===== config.mk =====
export PLATFORM = sky130hd
export DESIGN_NAME = ftoi_trunc
export DESIGN_NICKNAME = d
export VERILOG_FILES = /design/src/rtl/ftoi_pkg.sv /design/src/rtl/ftoi_classify.sv /design/src/rtl/ftoi_magnitude.sv /design/src/rtl/ftoi_resolve.sv /design/src/rtl/ftoi_trunc.sv
export SDC_FILE = /design/constraint.sdc
export NUM_CORES = 1
export LEC_CHECK = 0
export ABC_CLOCK_PERIOD_IN_PS = 5000
export BUFFER_PORTS_ARGS = -buffer_cell sky130_fd_sc_hd__buf_2
export CAP_MARGIN = 20
export CELL_PAD_IN_SITES_DETAIL_PLACEMENT = 1
export CELL_PAD_IN_SITES_GLOBAL_PLACEMENT = 2
export CORE_ASPECT_RATIO = 0.7
export CORE_MARGIN = 1
export CORE_UTILIZATION = 33
export CTS_BUF_LIST = sky130_fd_sc_hd__clkbuf_8
export DETAILED_ROUTE_END_ITERATION = 10
export GPL_ROUTABILITY_DRIVEN = 1
export PLACE_DENSITY_LB_ADDON = 0.1
export REMOVE_ABC_BUFFERS = 1
export SLEW_MARGIN = 25
export SYNTH_ARGS = -nofsm -noshare
export SYNTH_HDL_FRONTEND = slang
export SYNTH_SLANG_ARGS = --single-unit
export TNS_END_PERCENT = 1

===== constraint.sdc =====
create_clock -name clk -period 5 [get_ports clk]
set_clock_uncertainty 0.05 [all_clocks]
set_input_delay 0 -clock clk [delete_from_list [all_inputs] [get_ports clk]]
set_output_delay 0 -clock clk [all_outputs]
set_load 0.01 [all_outputs]

===== src/rtl/ftoi_pkg.sv =====
package ftoi_pkg;
  typedef enum logic [2:0] {
    FC_ZERO = 3'd0,
    FC_SUB  = 3'd1,
    FC_NORM = 3'd2,
    FC_INF  = 3'd3,
    FC_NAN  = 3'd4
  } fclass_e;
endpackage


===== src/rtl/ftoi_classify.sv =====
module ftoi_classify
  import ftoi_pkg::*;
#(
  parameter int EXP_W = 8,
  parameter int MAN_W = 23
) (
  input  logic [EXP_W-1:0] exp_i,
  input  logic [MAN_W-1:0] man_i,
  output fclass_e          cls_o
);
  logic exp_zero, exp_ones, man_zero;

  assign exp_zero = (exp_i == '0);
  assign exp_ones = &exp_i;
  assign man_zero = (man_i == '0);

  always_comb begin
    if (exp_ones)      cls_o = man_zero ? FC_INF : FC_NAN;
    else if (exp_zero) cls_o = man_zero ? FC_ZERO : FC_SUB;
    else               cls_o = FC_NORM;
  end
endmodule


===== src/rtl/ftoi_magnitude.sv =====
module ftoi_magnitude #(
  parameter int EXP_W = 8,
  parameter int MAN_W = 23,
  parameter int INT_W = 32
) (
  input  logic [EXP_W-1:0] exp_i,
  input  logic [MAN_W-1:0] man_i,
  input  logic             sign_i,
  output logic [INT_W-1:0] mag_o,
  output logic             lost_o,
  output logic             big_o
);
  localparam int SIG_W = MAN_W + 1;
  localparam int EXT_W = INT_W + MAN_W;
  localparam int SH_W  = $clog2(INT_W);
  localparam logic [31:0] BIAS_U = 32'((1 << (EXP_W - 1)) - 1);
  localparam logic [31:0] TOP_U  = BIAS_U + 32'(INT_W - 1);

  logic [31:0]    e_ext;
  logic [SIG_W-1:0] sig;
  logic [EXT_W-1:0] ext;
  logic [SH_W-1:0]  shamt;

  assign e_ext = 32'(exp_i);
  assign sig   = {1'b1, man_i};

  always_comb begin
    shamt  = '0;
    ext    = '0;
    mag_o  = '0;
    lost_o = 1'b0;
    big_o  = 1'b0;
    if (e_ext < BIAS_U) begin
      lost_o = 1'b1;
    end else if (e_ext > TOP_U) begin
      big_o = 1'b1;
    end else begin
      shamt  = SH_W'(e_ext - BIAS_U);
      ext    = EXT_W'(sig) << shamt;
      mag_o  = ext[MAN_W +: INT_W];
      lost_o = |ext[MAN_W-1:0];
      big_o  = mag_o[INT_W-1] && !(sign_i && (mag_o[INT_W-2:0] == '0));
    end
  end
endmodule


===== src/rtl/ftoi_resolve.sv =====
module ftoi_resolve
  import ftoi_pkg::*;
#(
  parameter int INT_W = 32
) (
  input  fclass_e          cls_i,
  input  logic             sign_i,
  input  logic             ftz_i,
  input  logic [INT_W-1:0] mag_i,
  input  logic             lost_i,
  input  logic             big_i,
  output logic [INT_W-1:0] res_o,
  output logic             inv_o,
  output logic             inx_o,
  output logic             den_o
);
  localparam logic [INT_W-1:0] MAX_V = {1'b0, {(INT_W-1){1'b1}}};
  localparam logic [INT_W-1:0] MIN_V = {1'b1, {(INT_W-1){1'b0}}};

  logic [INT_W-1:0] sat_v;
  assign sat_v = sign_i ? MIN_V : MAX_V;

  always_comb begin
    res_o = '0;
    inv_o = 1'b0;
    inx_o = 1'b0;
    den_o = 1'b0;
    unique case (cls_i)
      FC_ZERO: ;
      FC_SUB: begin
        if (ftz_i) den_o = 1'b1;
        else       inx_o = 1'b1;
      end
      FC_NAN:  inv_o = 1'b1;
      FC_INF: begin
        inv_o = 1'b1;
        res_o = sat_v;
      end
      default: begin
        if (big_i) begin
          inv_o = 1'b1;
          res_o = sat_v;
        end else begin
          res_o = sign_i ? (~mag_i + 1'b1) : mag_i;
          inx_o = lost_i;
        end
      end
    endcase
  end
endmodule


===== src/rtl/ftoi_trunc.sv =====
module ftoi_trunc
  import ftoi_pkg::*;
#(
  parameter int EXP_W = 8,
  parameter int MAN_W = 23,
  parameter int INT_W = 32,
  parameter int DST_W = 64
) (
  input  logic                   clk,
  input  logic                   rst,
  input  logic                   in_valid,
  input  logic [EXP_W+MAN_W:0]   in_bits,
  input  logic                   in_ftz,
  output logic                   out_valid,
  output logic [DST_W-1:0]       out_result,
  output logic                   out_invalid,
  output logic                   out_inexact,
  output logic                   out_denorm
);
  localparam int PAD_W = DST_W - INT_W;

  logic             sign;
  logic [EXP_W-1:0] expf;
  logic [MAN_W-1:0] manf;
  fclass_e          cls;
  logic [INT_W-1:0] mag, res;
  logic             lost, big, inv, inx, den;
  logic [DST_W-1:0] wide;

  assign sign = in_bits[EXP_W+MAN_W];
  assign expf = in_bits[MAN_W +: EXP_W];
  assign manf = in_bits[MAN_W-1:0];

  ftoi_classify #(.EXP_W(EXP_W), .MAN_W(MAN_W)) u_cls (
    .exp_i(expf), .man_i(manf), .cls_o(cls)
  );

  ftoi_magnitude #(.EXP_W(EXP_W), .MAN_W(MAN_W), .INT_W(INT_W)) u_mag (
    .exp_i(expf), .man_i(manf), .sign_i(sign),
    .mag_o(mag), .lost_o(lost), .big_o(big)
  );

  ftoi_resolve #(.INT_W(INT_W)) u_res (
    .cls_i(cls), .sign_i(sign), .ftz_i(in_ftz), .mag_i(mag),
    .lost_i(lost), .big_i(big), .res_o(res),
    .inv_o(inv), .inx_o(inx), .den_o(den)
  );

  generate
    if (PAD_W > 0) begin : g_pad
      assign wide = {{PAD_W{1'b0}}, res};
    end else begin : g_nopad
      assign wide = res;
    end
  endgenerate

  always_ff @(posedge clk) begin
    if (rst) begin
      out_valid   <= 1'b0;
      out_result  <= '0;
      out_invalid <= 1'b0;
      out_inexact <= 1'b0;
      out_denorm  <= 1'b0;
    end else begin
      out_valid   <= in_valid;
      out_invalid <= in_valid & inv;
      out_inexact <= in_valid & inx;
      out_denorm  <= in_valid & den;
      if (in_valid) out_result <= wide;
    end
  end
endmodule


Word-level counts from Yosys, hierarchy flattened

Index checks and enable logic that the tools add are counted.

Register bits: 36
Logic and storage cells: 51
Output and inout bits: 68
Bits of input ports: 36

Equality and inequality tests: 3
Shifts and indexed selects: 1
Add/sub/neg operators: 2
Mux-type cells: 21
Bitwise gates (word level): 4
Magnitude comparators: 2
Reductions and logical operators: 13

Operators with widths:

| operator                | number |
|---|---|
| $mux W32                | 5 |
| $pmux W32 S2            | 1 |
| $shl A24 B5 Y55         | 1 |
| $add A32 B1 Y32 const B | 1 |
| $not A32 Y32            | 1 |
| $logic_not A31 Y1       | 1 |
| $logic_not A23 Y1       | 1 |
| $reduce_or A23 Y1       | 1 |
| $mux W1                 | 10 |
| $mux W3                 | 3 |
| $gt A8 B8 Y1 const B    | 1 |
| $logic_not A8 Y1        | 1 |
| $lt A8 B7 Y1 const B    | 1 |
| $reduce_and A8 Y1       | 1 |
| $reduce_or A3 Y1        | 2 |
| $sub A5 B5 Y5 const B   | 1 |
| $pmux W1 S2             | 2 |
| $reduce_or A2 Y1        | 2 |
| $and A1 B1 Y1           | 3 |
| $eq A3 B1 Y1 const B    | 1 |
| $eq A3 B2 Y1 const B    | 1 |
| $eq A3 B3 Y1 const B    | 1 |
| $logic_not A3 Y1        | 1 |
| $logic_and A1 B1 Y1     | 2 |
| $logic_not A1 Y1        | 1 |

Longest topological paths before layout

Gate-level depths: netlist of run 1.

Depth after elaboration: 11
Mapped depth: 19
Depth with buffers taken out: 14

Hierarchy

From an unflattened synthesis of run 1, not the netlist that was laid out.

Cell total of the unflattened synthesis: 733
Area, all modules: 5580.4 um^2

Modules (own cells, without submodules):

| module         | area each (um^2) | sequential area each (um^2) | cells an instance | instances |
|---|---|---|---|---|
| ftoi_magnitude | 2397.3           | 0.0                         | 315               | 1 |
| ftoi_resolve   | 1539.0           | 0.0                         | 255               | 1 |
| ftoi_trunc     | 1529.0           | 720.7                       | 145               | 1 |
| ftoi_classify  | 115.1            | 0.0                         | 18                | 1 |

Worst setup path after synthesis of run 1

No wires, ideal clock.

Kind: in2reg
From: input in_bits[23]
To: register out_result[30]
Library setup time: 0.074 ns
Stages: 16
Data required time: 4.876 ns
Slack: 1.350 ns
Buffers on the path: 5
Arrival: 3.526 ns
Cell sequence: buf_6 -> buf_6 -> inv_2 -> ha_1 -> buf_6 -> buf_2 -> mux4_2 -> nor4_1 -> o211ai_1 -> a221o_1 -> nor4_2 -> a31oi_2 -> a311oi_4 -> buf_6 -> o21ai_1 -> a31oi_1

Word-level cells in the longest chain between the ends: 10
Elaborated cells on any way between the ends: 26
Classes of those cells: add/sub (2); order compare (2); eq/ne (3); shift (1); mux (9); bitwise (1); reduce/logical (8)

RTL lines:

| what                                                                    | RTL line           | source |
|---|---|---|
| start: declaration                                                      | ftoi_trunc.sv:12   | `input logic [EXP_W+MAN_W:0] in_bits,` |
| parallel branches: the longest is 9 deep, another holds $add A32 B1 Y32 | n/a                |  |
| $pmux W32 S2 *                                                          | ftoi_resolve.sv:28 | `unique case (cls_i)` |
| end signal: assignment                                                  | ftoi_trunc.sv:69   | `if (in_valid) out_result <= wide;` |
| end: declaration                                                        | ftoi_trunc.sv:15   | `output logic [DST_W-1:0] out_result,` |

Every way passes the cells marked *.
A chain may end at the register's enable or synchronous reset.

Worst setup path in the final report of run 1

From: input in_bits[24]
To: register out_result[17]

Same word-level chain as after synthesis.

==> impl_metrics.csv, run 1 <==
group,metric,value,unit
route,vias_per_cell,6.026,
clock_network,path_clk_slew,0.07,ns
layout,final_cell_mix,"71 x buf_2, 66 x nor2_1, 65 x nand2_1",
logic_synthesis,synth-main-ff-cell,"dfxtp_1",
hold_path,hp-start,"in_bits[31]",
sta,final_max_slew_viol_count,0,
sta,fmax,0.2345,GHz
clock_network,clk_latency,0.29,ns
route,num_vias,5905,
pwr,power.internal,740.6,uW
route,dr.pass1.iters,6,
worst_setup_path,reg2reg_slack,4.26,ns
route,ant_nets,0,
worst_setup_path,required,5.17,ns
route,avgRoutedWirePerCell,23.58,um
floorplanning,coreArea,15740,um2
worst_setup_path,critical_path.max_fanout,23,
layout,final_area,6027,um2
pwr,clockPowerShare,16.5,%
sta,final_min_period_over_clock_period,85.30,%
pwr,vdd_drop_max,0.1057,mV
clock_network,hold_buffers,2,
logic_synthesis,yosysUniqueCellTypes,87,
logic_synthesis,synth_seq_cells,36,
outcome,status,"completed",
sta,setup_viol,0,
logic_synthesis,async_reset_ff_share,0,%
worst_setup_path,arrival,4.43,ns
global_route,grt_max_degree,38,
worst_setup_path,crit_path_start_kind,"input port",
worst_setup_path,timing.rr.start,"out_result[0]",
sta,rsz0062_at_grt,"false",
floorplanning,ios,104,
global_route,grtUsageTotal,27.84,%
place,dpl_cell_area,5911,um2
route,wl_met2,9611,um
floorplanning,rows,38,
logic_synthesis,synth_warnings,0,
clock_network,cts_tree,"yes",
place,place_congestion,0.9764,
clock_network,cts-root-buf,"clkbuf_8",
place,dp_slack,0.5809,ns
clock_network,clock_sinks,36,
pwr,totalPowerFinal,1.399,mW
floorplanning,die_w,155.0,um
clock_network,cts-buffers-inserted,5,
pwr,swShare,47.08,%
route,drcViolationCount,0,
floorplanning,dieArea,16900,um2
route,wl_met3,1994,um
logic_synthesis,postSynthCellCount,697,
layout,fin_nets,801,
place,io_buffer_count,71,
route,wl,23110,um
pwr,p_per_area,232.2,nW/um2
layout,post-route-util,38.30,%
logic_synthesis,synthesis.area,5405,um2
pwr,leakagePower,2.448,nW
worst_setup_path,endpoint_kind,"register",
sta,period_needed,4.265,ns
hold_path,hold_class,"in -> reg",
sta,relSlewSlack,37.23,%
worst_setup_path,r2r_end,"out_result[0]",
pwr,power_frac_comb,60.4,%
layout,synthToLayoutAreaGrowth,11.50,%
place,dp_hpwl,18570,um
route,wl_met1,11340,um
hold_path,whs_path_depth,3,
worst_setup_path,reg2reg_depth,2,
sta,holdWs,0.1321,ns
layout,drive_gt1_share,24.21,%
logic_synthesis,syn_avg_cell_area,7.755,um2
logic_synthesis,synth_edf_count,0,
global_route,grt_pass1_wl,35290,um
sta,worstMarginPinSlew,0.9335,ns
clock_network,htreeDepth,2,
layout,final_common_cell,"buf_2",
route,drt_iter0_drc,541,
hold_path,min_to,"out_result[26]",
global_route,overflow,0,
logic_synthesis,ys_seq_area_share,13.33,%
layout,diodes,0,
sta,timing_hold_violations_final,0,
global_route,antenna_found_initial,1,
route,top_layer,"met4",
run,maxCapViolations,0,
pwr,seqPwrFrac,23.1,%
pwr,p_switching,658.8,uW
clock_network,cts-resized-gates,0,
clock_network,cts.path.max_buffers,2,
floorplanning,initial_core_util,34.35,%
sta,setup_slack,0.7352,ns
clock_network,post_cts_buffers,0,
floorplanning,die_h,109.1,um
worst_setup_path,critical_path_class,"in -> reg",
global_route,grt_pass1_vias,5703,
## logic make-up (layout without fill, tap and decap cells)
group           Yosys count  count (layout)  synth area share (%)
xor+xnor                 27              27                 5.000
flops                    36              36                 13.33
other cells               1              32               0.06938
buf+inv                  92             124                 10.21
mux                      78              78                 20.88
compound gates          210             210                 26.44
fa+ha+maj                 5               5                 1.157
simple gates            248             248                 22.92
## per-stage QoR
| step | TNS [ns] | cells |
|---|---|---|
| after floorplan | -2.280 | 647 |
| after global placement | 0 | 971 |
| after detailed placement | 0 | 971 |
| after CTS | 0 | 980 |
| after global routing | 0 | 980 |
| final | 0 | 980 |
## power groups by stage
stage                     sequential [mW]  clock [mW]  combinational [mW]
after floorplan                     0.341           0               0.504
after global placement              0.329           0               0.818
after detailed placement            0.329           0               0.825
after CTS                           0.323       0.236               0.831
after global routing                0.326       0.253               0.907
final                               0.323       0.231               0.845
## flip-flops by register name, summed over array words and instances (netlist names)
signal	count
out_result	32
out_inexact	1
out_denorm	1
out_valid	1
out_invalid	1
## worst max path at each step
stage           startpoint        endpoint  slack, ns  depth (start not counted)
3_5_place_dp   in_bits[24]  out_result[18]       0.58                         15
5_1_grt        in_bits[24]  out_result[11]       0.51                         15
6_report       in_bits[24]  out_result[17]       0.74                         15
2_1_floorplan  in_bits[23]  out_result[20]      -0.12                         10
4_1_cts        in_bits[24]  out_result[17]       0.82                         15
3_3_place_gp   in_bits[24]  out_result[26]       0.55                         15
## critical path: stages
cell and delay (ns):
buf_2 0.17, buf_4 0.24, ha_1 0.44, xor2_4 0.49, buf_4 0.31, mux2_2 0.37
mux2_2 0.34, nor3_1 0.47, a22oi_1 0.18, nor4_2 0.22, a31oi_2 0.22, a311oi_4 0.33
buf_4 0.30, o21ai_1 0.13, a21oi_1 0.20
## final cells by class
class                           instances  area (um2)
Fill cell                            1953        9711
Multi-Input combinational cell        600        4270
Sequential cell                        36       720.7
Timing Repair Buffer                  106       623.1
Tap cell                              220       275.3
Clock buffer                            7       96.34
Inverter                               11       41.29
## Yosys cell counts, types with 7 or more instances
library cell / instances / area share [%]
nor2b_1: 7 / 0.81
a31oi_1: 15 / 1.7
or3_1: 9 / 1.0
and3_1: 13 / 1.5
and2_1: 8 / 0.93
xnor2_1: 12 / 1.9
nor2_1: 66 / 4.6
buf_6: 8 / 1.7
nand3_1: 21 / 1.9
mux2i_1: 36 / 6.7
o31ai_1: 9 / 1.2
buf_2: 9 / 0.83
nor4_1: 8 / 0.93
xor2_1: 12 / 1.9
nand4_1: 10 / 1.2
o21ai_0: 30 / 2.8
nor3_1: 19 / 1.8
buf_4: 36 / 5.0
a21oi_1: 59 / 5.5
mux4_2: 24 / 10
nand2_1: 65 / 4.5
dfxtp_1: 36 / 13
clkbuf_1: 23 / 1.6
inv_1: 9 / 0.62
mux2_2: 15 / 3.1
o21ai_1: 19 / 1.8
## layer usage
layer | GRT usage (%) | vias to the layer above
met2 | 41.18 | 252
met3 | 6.876 | 16
li1 | - | 2701
met5 | 0 | -
met4 | 2.617 | 0
met1 | 41.51 | 2936
Note: power is estimated with default switching activity, not from simulation.
==> run 2, diff against run 1 <==
--- a/config.mk
+++ b/config.mk
@@ -6,7 +6,7 @@
 export NUM_CORES = 1
 export LEC_CHECK = 0
 export ABC_CLOCK_PERIOD_IN_PS = 5000
-export BUFFER_PORTS_ARGS = -buffer_cell sky130_fd_sc_hd__buf_2
+export BUFFER_PORTS_ARGS = -buffer_cell sky130_fd_sc_hd__clkbuf_2
 export CAP_MARGIN = 20
 export CELL_PAD_IN_SITES_DETAIL_PLACEMENT = 1
 export CELL_PAD_IN_SITES_GLOBAL_PLACEMENT = 2
==> constraint.sdc (replaced) <==
create_clock -name clk -period 5 [get_ports clk]
set_clock_uncertainty 0.05 [all_clocks]
set_input_delay 0.5 -clock clk [delete_from_list [all_inputs] [get_ports clk]]
set_output_delay 0.5 -clock clk [all_outputs]
set_load 0.01 [all_outputs]
==> impl_metrics.csv, run 2 (synthesis gave the netlist of run 1 again) <==
group,metric,value,unit
sta,fmax,0.2130,GHz
pwr,leakagePower,2.473,nW
worst_setup_path,r2r_end,"out_result[0]",
place,dp_hpwl,18420,um
hold_path,hold_class,"in -> reg",
pwr,seqPwrFrac,23.0,%
worst_setup_path,reg2reg_slack,4.20,ns
layout,post-route-util,38.75,%
worst_setup_path,crit_start,"in_bits[24]",
worst_setup_path,critical_path.max_fanout,19,
layout,final_common_cell,"clkbuf_2",
route,drt_iter0_drc,437,
place,place_congestion,0.9244,
route,vias_per_cell,5.986,
layout,fin_nets,806,
floorplanning,coreArea,15740,um2
run,maxCapViolations,0,
worst_setup_path,timing.rr.start,"out_result[0]",
pwr,p_per_area,231.1,nW/um2
global_route,grtUsageTotal,27.86,%
outcome,status,"completed",
pwr,totalPowerFinal,1.409,mW
place,dpl_cell_area,6002,um2
sta,final_min_period_over_clock_period,93.90,%
sta,final_max_slew_viol_count,0,
clock_network,htreeDepth,2,
sta,period_needed,4.695,ns
place,io_buffer_count,71,
worst_setup_path,endpoint_kind,"register",
sta,worstMarginPinSlew,0.8364,ns
clock_network,clk_latency,0.29,ns
floorplanning,die_h,109.1,um
floorplanning,ios,104,
clock_network,post_cts_buffers,0,
clock_network,hold_buffers,0,
sta,rsz0062_at_grt,"false",
pwr,vdd_drop_max,0.09825,mV
global_route,grt_max_degree,41,
worst_setup_path,crit_end,"out_inexact",
sta,setup_viol,0,
clock_network,cts-buffers-inserted,5,
global_route,overflow,0,
pwr,clockPowerShare,16.4,%
route,avgRoutedWirePerCell,23.43,um
sta,timing_hold_violations_final,0,
floorplanning,dieArea,16900,um2
floorplanning,rows,38,
floorplanning,initial_core_util,34.35,%
layout,final_cell_mix,"71 x clkbuf_2, 66 x nor2_1, 65 x nand2_1",
floorplanning,die_w,155.0,um
pwr,swShare,46.67,%
route,wl,23080,um
pwr,p_switching,657.6,uW
worst_setup_path,required,5.13,ns
global_route,antenna_found_initial,0,
sta,relSlewSlack,43.99,%
clock_network,cts-resized-gates,0,
route,num_vias,5896,
clock_network,cts.path.max_buffers,2,
worst_setup_path,arrival,4.82,ns
clock_network,clock_sinks,36,
route,dr.pass1.iters,5,
layout,diodes,0,
worst_setup_path,critical_path_class,"in -> reg",
clock_network,cts_tree,"yes",
layout,largest_reg_flops,32,
clock_network,cts-root-buf,"clkbuf_8",
layout,largest-register,"out_result",
global_route,grt_pass1_vias,5770,
worst_setup_path,reg2reg_depth,2,
layout,synthToLayoutAreaGrowth,12.82,%
layout,drive_gt1_share,24.97,%
layout,final_area,6098,um2
route,ant_nets,0,
worst_setup_path,crit_path_start_kind,"input port",
global_route,grt_pass1_wl,35460,um
pwr,power_frac_comb,60.6,%
clock_network,path_clk_slew,0.07,ns
pwr,power.internal,751.6,uW
route,drcViolationCount,0,
-- run 2: cell count changes in the layout (fill, tap and decap cells not counted), sizes merged --
cell / delta
clkbuf: +71
buf: -64
dlygate4sd3: -2
-- run 2: routing by layer --
layer	up-vias	wire [um]	track usage [%]
met2	186	9539	41.47
li1	2702	-	-
met5	-	0	0
met1	2986	11580	41.03
met4	0	336	4.455
met3	22	1629	6.280
-- run 2: worst min path at each step --
stage / startpoint / slack, ns / cells after the start / to
after CTS: in_ftz / 0.40 / 2 / out_denorm
after detailed placement: out_result[3] / 0.42 / 2 / out_result[3]
after floorplan: out_result[2] / 0.44 / 2 / out_result[2]
after global placement: out_result[3] / 0.42 / 2 / out_result[3]
after global routing: in_ftz / 0.40 / 2 / out_denorm
final: in_ftz / 0.39 / 2 / out_denorm
-- run 2: power by group through the flow --
stage	Sequential (mW)	Clock, mW	Combinational, mW
floorplan	0.341	0	0.504
global placement	0.330	0	0.834
detailed placement	0.330	0	0.837
CTS	0.324	0.235	0.842
global route	0.327	0.253	0.920
finish	0.324	0.231	0.854
-- run 2: area by class of cell --
cell class	count	area, um2
Fill cell	1965	9639
Multi-Input combinational cell	600	4272
Sequential cell	36	720.7
Timing Repair Buffer	111	693.2
Tap cell	220	275.3
Clock buffer	7	96.34
Inverter	11	41.29
-- run 2: metrics by stage --
step / setup TNS [ns] / setup WS, ns / hold WS [ns] / cells
final: 0 / 0.3048 / 0.3943 / 985
after global routing: 0 / 0.06452 / 0.4001 / 985
after CTS: 0 / 0.3638 / 0.3958 / 985
after detailed placement: 0 / 0.07868 / 0.4204 / 978
after global placement: 0 / 0.1308 / 0.4198 / 978
after floorplan: -15.65 / -0.6163 / 0.4448 / 647
-- run 2: worst max-delay path: stages --
cell and delay (ns):
clkbuf_2 0.09, inv_1 0.14, ha_2 0.68, buf_4 0.31
mux4_2 0.59, nor2_1 0.36, mux2i_1 0.23, a21oi_1 0.18
or4b_2 0.60, o41ai_1 0.60, a21oi_1 0.15, o21ai_0 0.26
a21oi_1 0.11
==> run 3, diff against run 2 <==
--- a/config.mk
+++ b/config.mk
@@ -5,14 +5,14 @@
 export SDC_FILE = /design/constraint.sdc
 export NUM_CORES = 1
 export LEC_CHECK = 0
-export ABC_CLOCK_PERIOD_IN_PS = 5000
+export ABC_CLOCK_PERIOD_IN_PS = 5500
 export BUFFER_PORTS_ARGS = -buffer_cell sky130_fd_sc_hd__clkbuf_2
 export CAP_MARGIN = 20
 export CELL_PAD_IN_SITES_DETAIL_PLACEMENT = 1
 export CELL_PAD_IN_SITES_GLOBAL_PLACEMENT = 2
 export CORE_ASPECT_RATIO = 0.7
 export CORE_MARGIN = 1
-export CORE_UTILIZATION = 33
+export CORE_UTILIZATION = 36
 export CTS_BUF_LIST = sky130_fd_sc_hd__clkbuf_8
 export DETAILED_ROUTE_END_ITERATION = 10
 export GPL_ROUTABILITY_DRIVEN = 1
==> constraint.sdc (replaced) <==
create_clock -name clk -period 5.5 [get_ports clk]
set_clock_uncertainty 0.05 [all_clocks]
set_input_delay 0.55 -clock clk [delete_from_list [all_inputs] [get_ports clk]]
set_output_delay 0.55 -clock clk [all_outputs]
set_load 0.01 [all_outputs]
==> impl_metrics.csv, run 3 (synthesis gave the netlist of run 1 again) <==
group,metric,value,unit
floorplanning,rows,37,
floorplanning,die_w,148.5,um
hold_path,min_to,"out_result[7]",
global_route,antenna_found_initial,0,
clock_network,cts.path.max_buffers,2,
worst_setup_path,critical_path_class,"in -> reg",
worst_setup_path,critical_path.max_fanout,23,
sta,relSlewSlack,42.26,%
layout,multi_input_area,4259,um2
floorplanning,initial_core_util,36.83,%
floorplanning,die_h,104.5,um
route,avgRoutedWirePerCell,23.72,um
floorplanning,coreArea,14680,um2
floorplanning,ios,104,
global_route,grt_pass1_wl,34620,um
outcome,status,"completed",
worst_setup_path,crit_path_start_kind,"input port",
worst_setup_path,r2r_end,"out_result[0]",
sta,fmax,0.2038,GHz
hold_path,hp-start,"out_result[7]",
worst_setup_path,slowest_delay,0.65,ns
layout,synthToLayoutAreaGrowth,9.468,%
route,wl,22420,um
pwr,leakagePower,2.393,nW
global_route,grtUsageTotal,29.29,%
worst_setup_path,cp_common_cell,"buf_4",
worst_setup_path,timing.rr.start,"out_result[0]",
route,drt_iter0_drc,481,
layout,final_cell_mix,"71 x clkbuf_2, 66 x nor2_1, 65 x nand2_1",
worst_setup_path,worst_path_max_delay_cell,"ha_2",
layout,final_common_cell,"clkbuf_2",
layout,fin_nets,791,
clock_network,path_clk_slew,0.07,ns
route,dr.pass1.iters,7,
clock_network,cts-resized-gates,0,
layout,drive_gt1_share,23.47,%
layout,largest-register,"out_result",
layout,regArea,720.7,um2
sta,worstMarginPinSlew,0.8588,ns
worst_setup_path,reg2reg_depth,2,
clock_network,cts-root-buf,"clkbuf_8",
clock_network,clk_latency,0.30,ns
clock_network,cts_tree,"yes",
layout,fill_cells,1852,
worst_setup_path,path_cells,"clkbuf_2 -> inv_1 -> ha_2 -> buf_4 -> mux4_2 -> a21boi_1 -> o211ai_1 -> a221o_1 -> nor4_2 -> a31oi_2 -> a311oi_4 -> buf_4 -> o21ai_1 -> a31oi_1",
clock_network,clock_sinks,36,
worst_setup_path,crit_start,"in_bits[24]",
route,num_vias,5812,
sta,period_needed,4.907,ns
run,maxCapViolations,0,
place,place_congestion,0.9813,
sta,timing_hold_violations_final,0,
sta,final_max_slew_viol_count,0,
route,vias_per_cell,6.150,
pwr,totalPowerFinal,1.255,mW
worst_setup_path,critPathTopFamily,"compound AO/OA/AOI/OAI gates",
route,ant_nets,0,
global_route,grt_max_degree,48,
worst_setup_path,required,5.67,ns
hold_path,whs_path_depth,2,
place,dp_hpwl,17750,um
global_route,overflow,0,
worst_setup_path,crit_buf_inv,4,
worst_setup_path,reg2reg_slack,4.76,ns
sta,rsz0062_at_grt,"false",
worst_setup_path,endpoint_kind,"register",
sta,totalNegativeSetupSlack,0,ns
global_route,grt_pass1_vias,5753,
pwr,p_per_area,212.1,nW/um2
layout,largest_reg_flops,32,
route,drcViolationCount,0,
layout,diodes,0,
clock_network,cts-buffers-inserted,5,
clock_network,htreeDepth,2,
sta,setup_viol,0,
floorplanning,dieArea,15520,um2
worst_setup_path,arrival,5.08,ns
sta,final_min_period_over_clock_period,89.22,%
hold_path,hold_class,"reg -> reg",
clock_network,post_cts_buffers,0,
pwr,vdd_drop_max,0.09702,mV
clock_network,hold_buffers,0,
place,io_buffer_count,71,
run 3: cell types whose count changed in the layout (fill, tap and decap cells not counted), sizes merged:
cell  before  now
buf       40   25
run 3: worst max-delay path by stage:
stage | to | slack [ns] | cells after the start
2_1_floorplan | out_result[20] | -0.17 | 10
3_3_place_gp | out_result[25] | 0.40 | 14
3_5_place_dp | out_result[25] | 0.33 | 14
4_1_cts | out_result[30] | 0.62 | 14
5_1_grt | out_result[17] | 0.28 | 14
6_report | out_result[30] | 0.59 | 14
run 3: power by group:
group,internal (mW),switching [mW],leakage (nW),total (mW)
logic,0.271,0.478,2.04,0.749
clock network,0.112,0.0994,0.0503,0.211
registers,0.283,0.0117,0.298,0.295
run 3: worst min-delay path: cells and delay by family (launching register included):
family,cells,cell delay (ns)
and+or+nand+nor,2,0.13
DFF,1,0.31
run 3: area by class of cell:
class	instances	share of cell area [%]
clock buffer	7	1.628
inverter	11	0.6978
multi-input combinational	600	71.98
sequential	36	12.18
tap	195	4.123
timing repair buffer	96	9.389
run 3: per-layer routing:
layer  wire length (um)  GRT usage (%)
met5                  0              0
met1              11300          44.28
met3               1319          5.921
met4                223          4.345
met2               9573          42.79
run 3: per-stage QoR:
step / instance area (um2) / util [%] / std cells / setup WS, ns / hold WS [ns]
2_1_floorplan: 5011 / - / 647 / -0.1663 / 0.4448
3_3_place_gp: 5821 / 39.66 / 938 / 0.3963 / 0.4174
3_5_place_dp: 5821 / 39.66 / 938 / 0.3268 / 0.4233
4_1_cts: 5917 / 40.32 / 945 / 0.6216 / 0.4369
5_1_grt: 5917 / 40.32 / 945 / 0.2844 / 0.4439
6_report: 5917 / 40.32 / 945 / 0.5928 / 0.4361
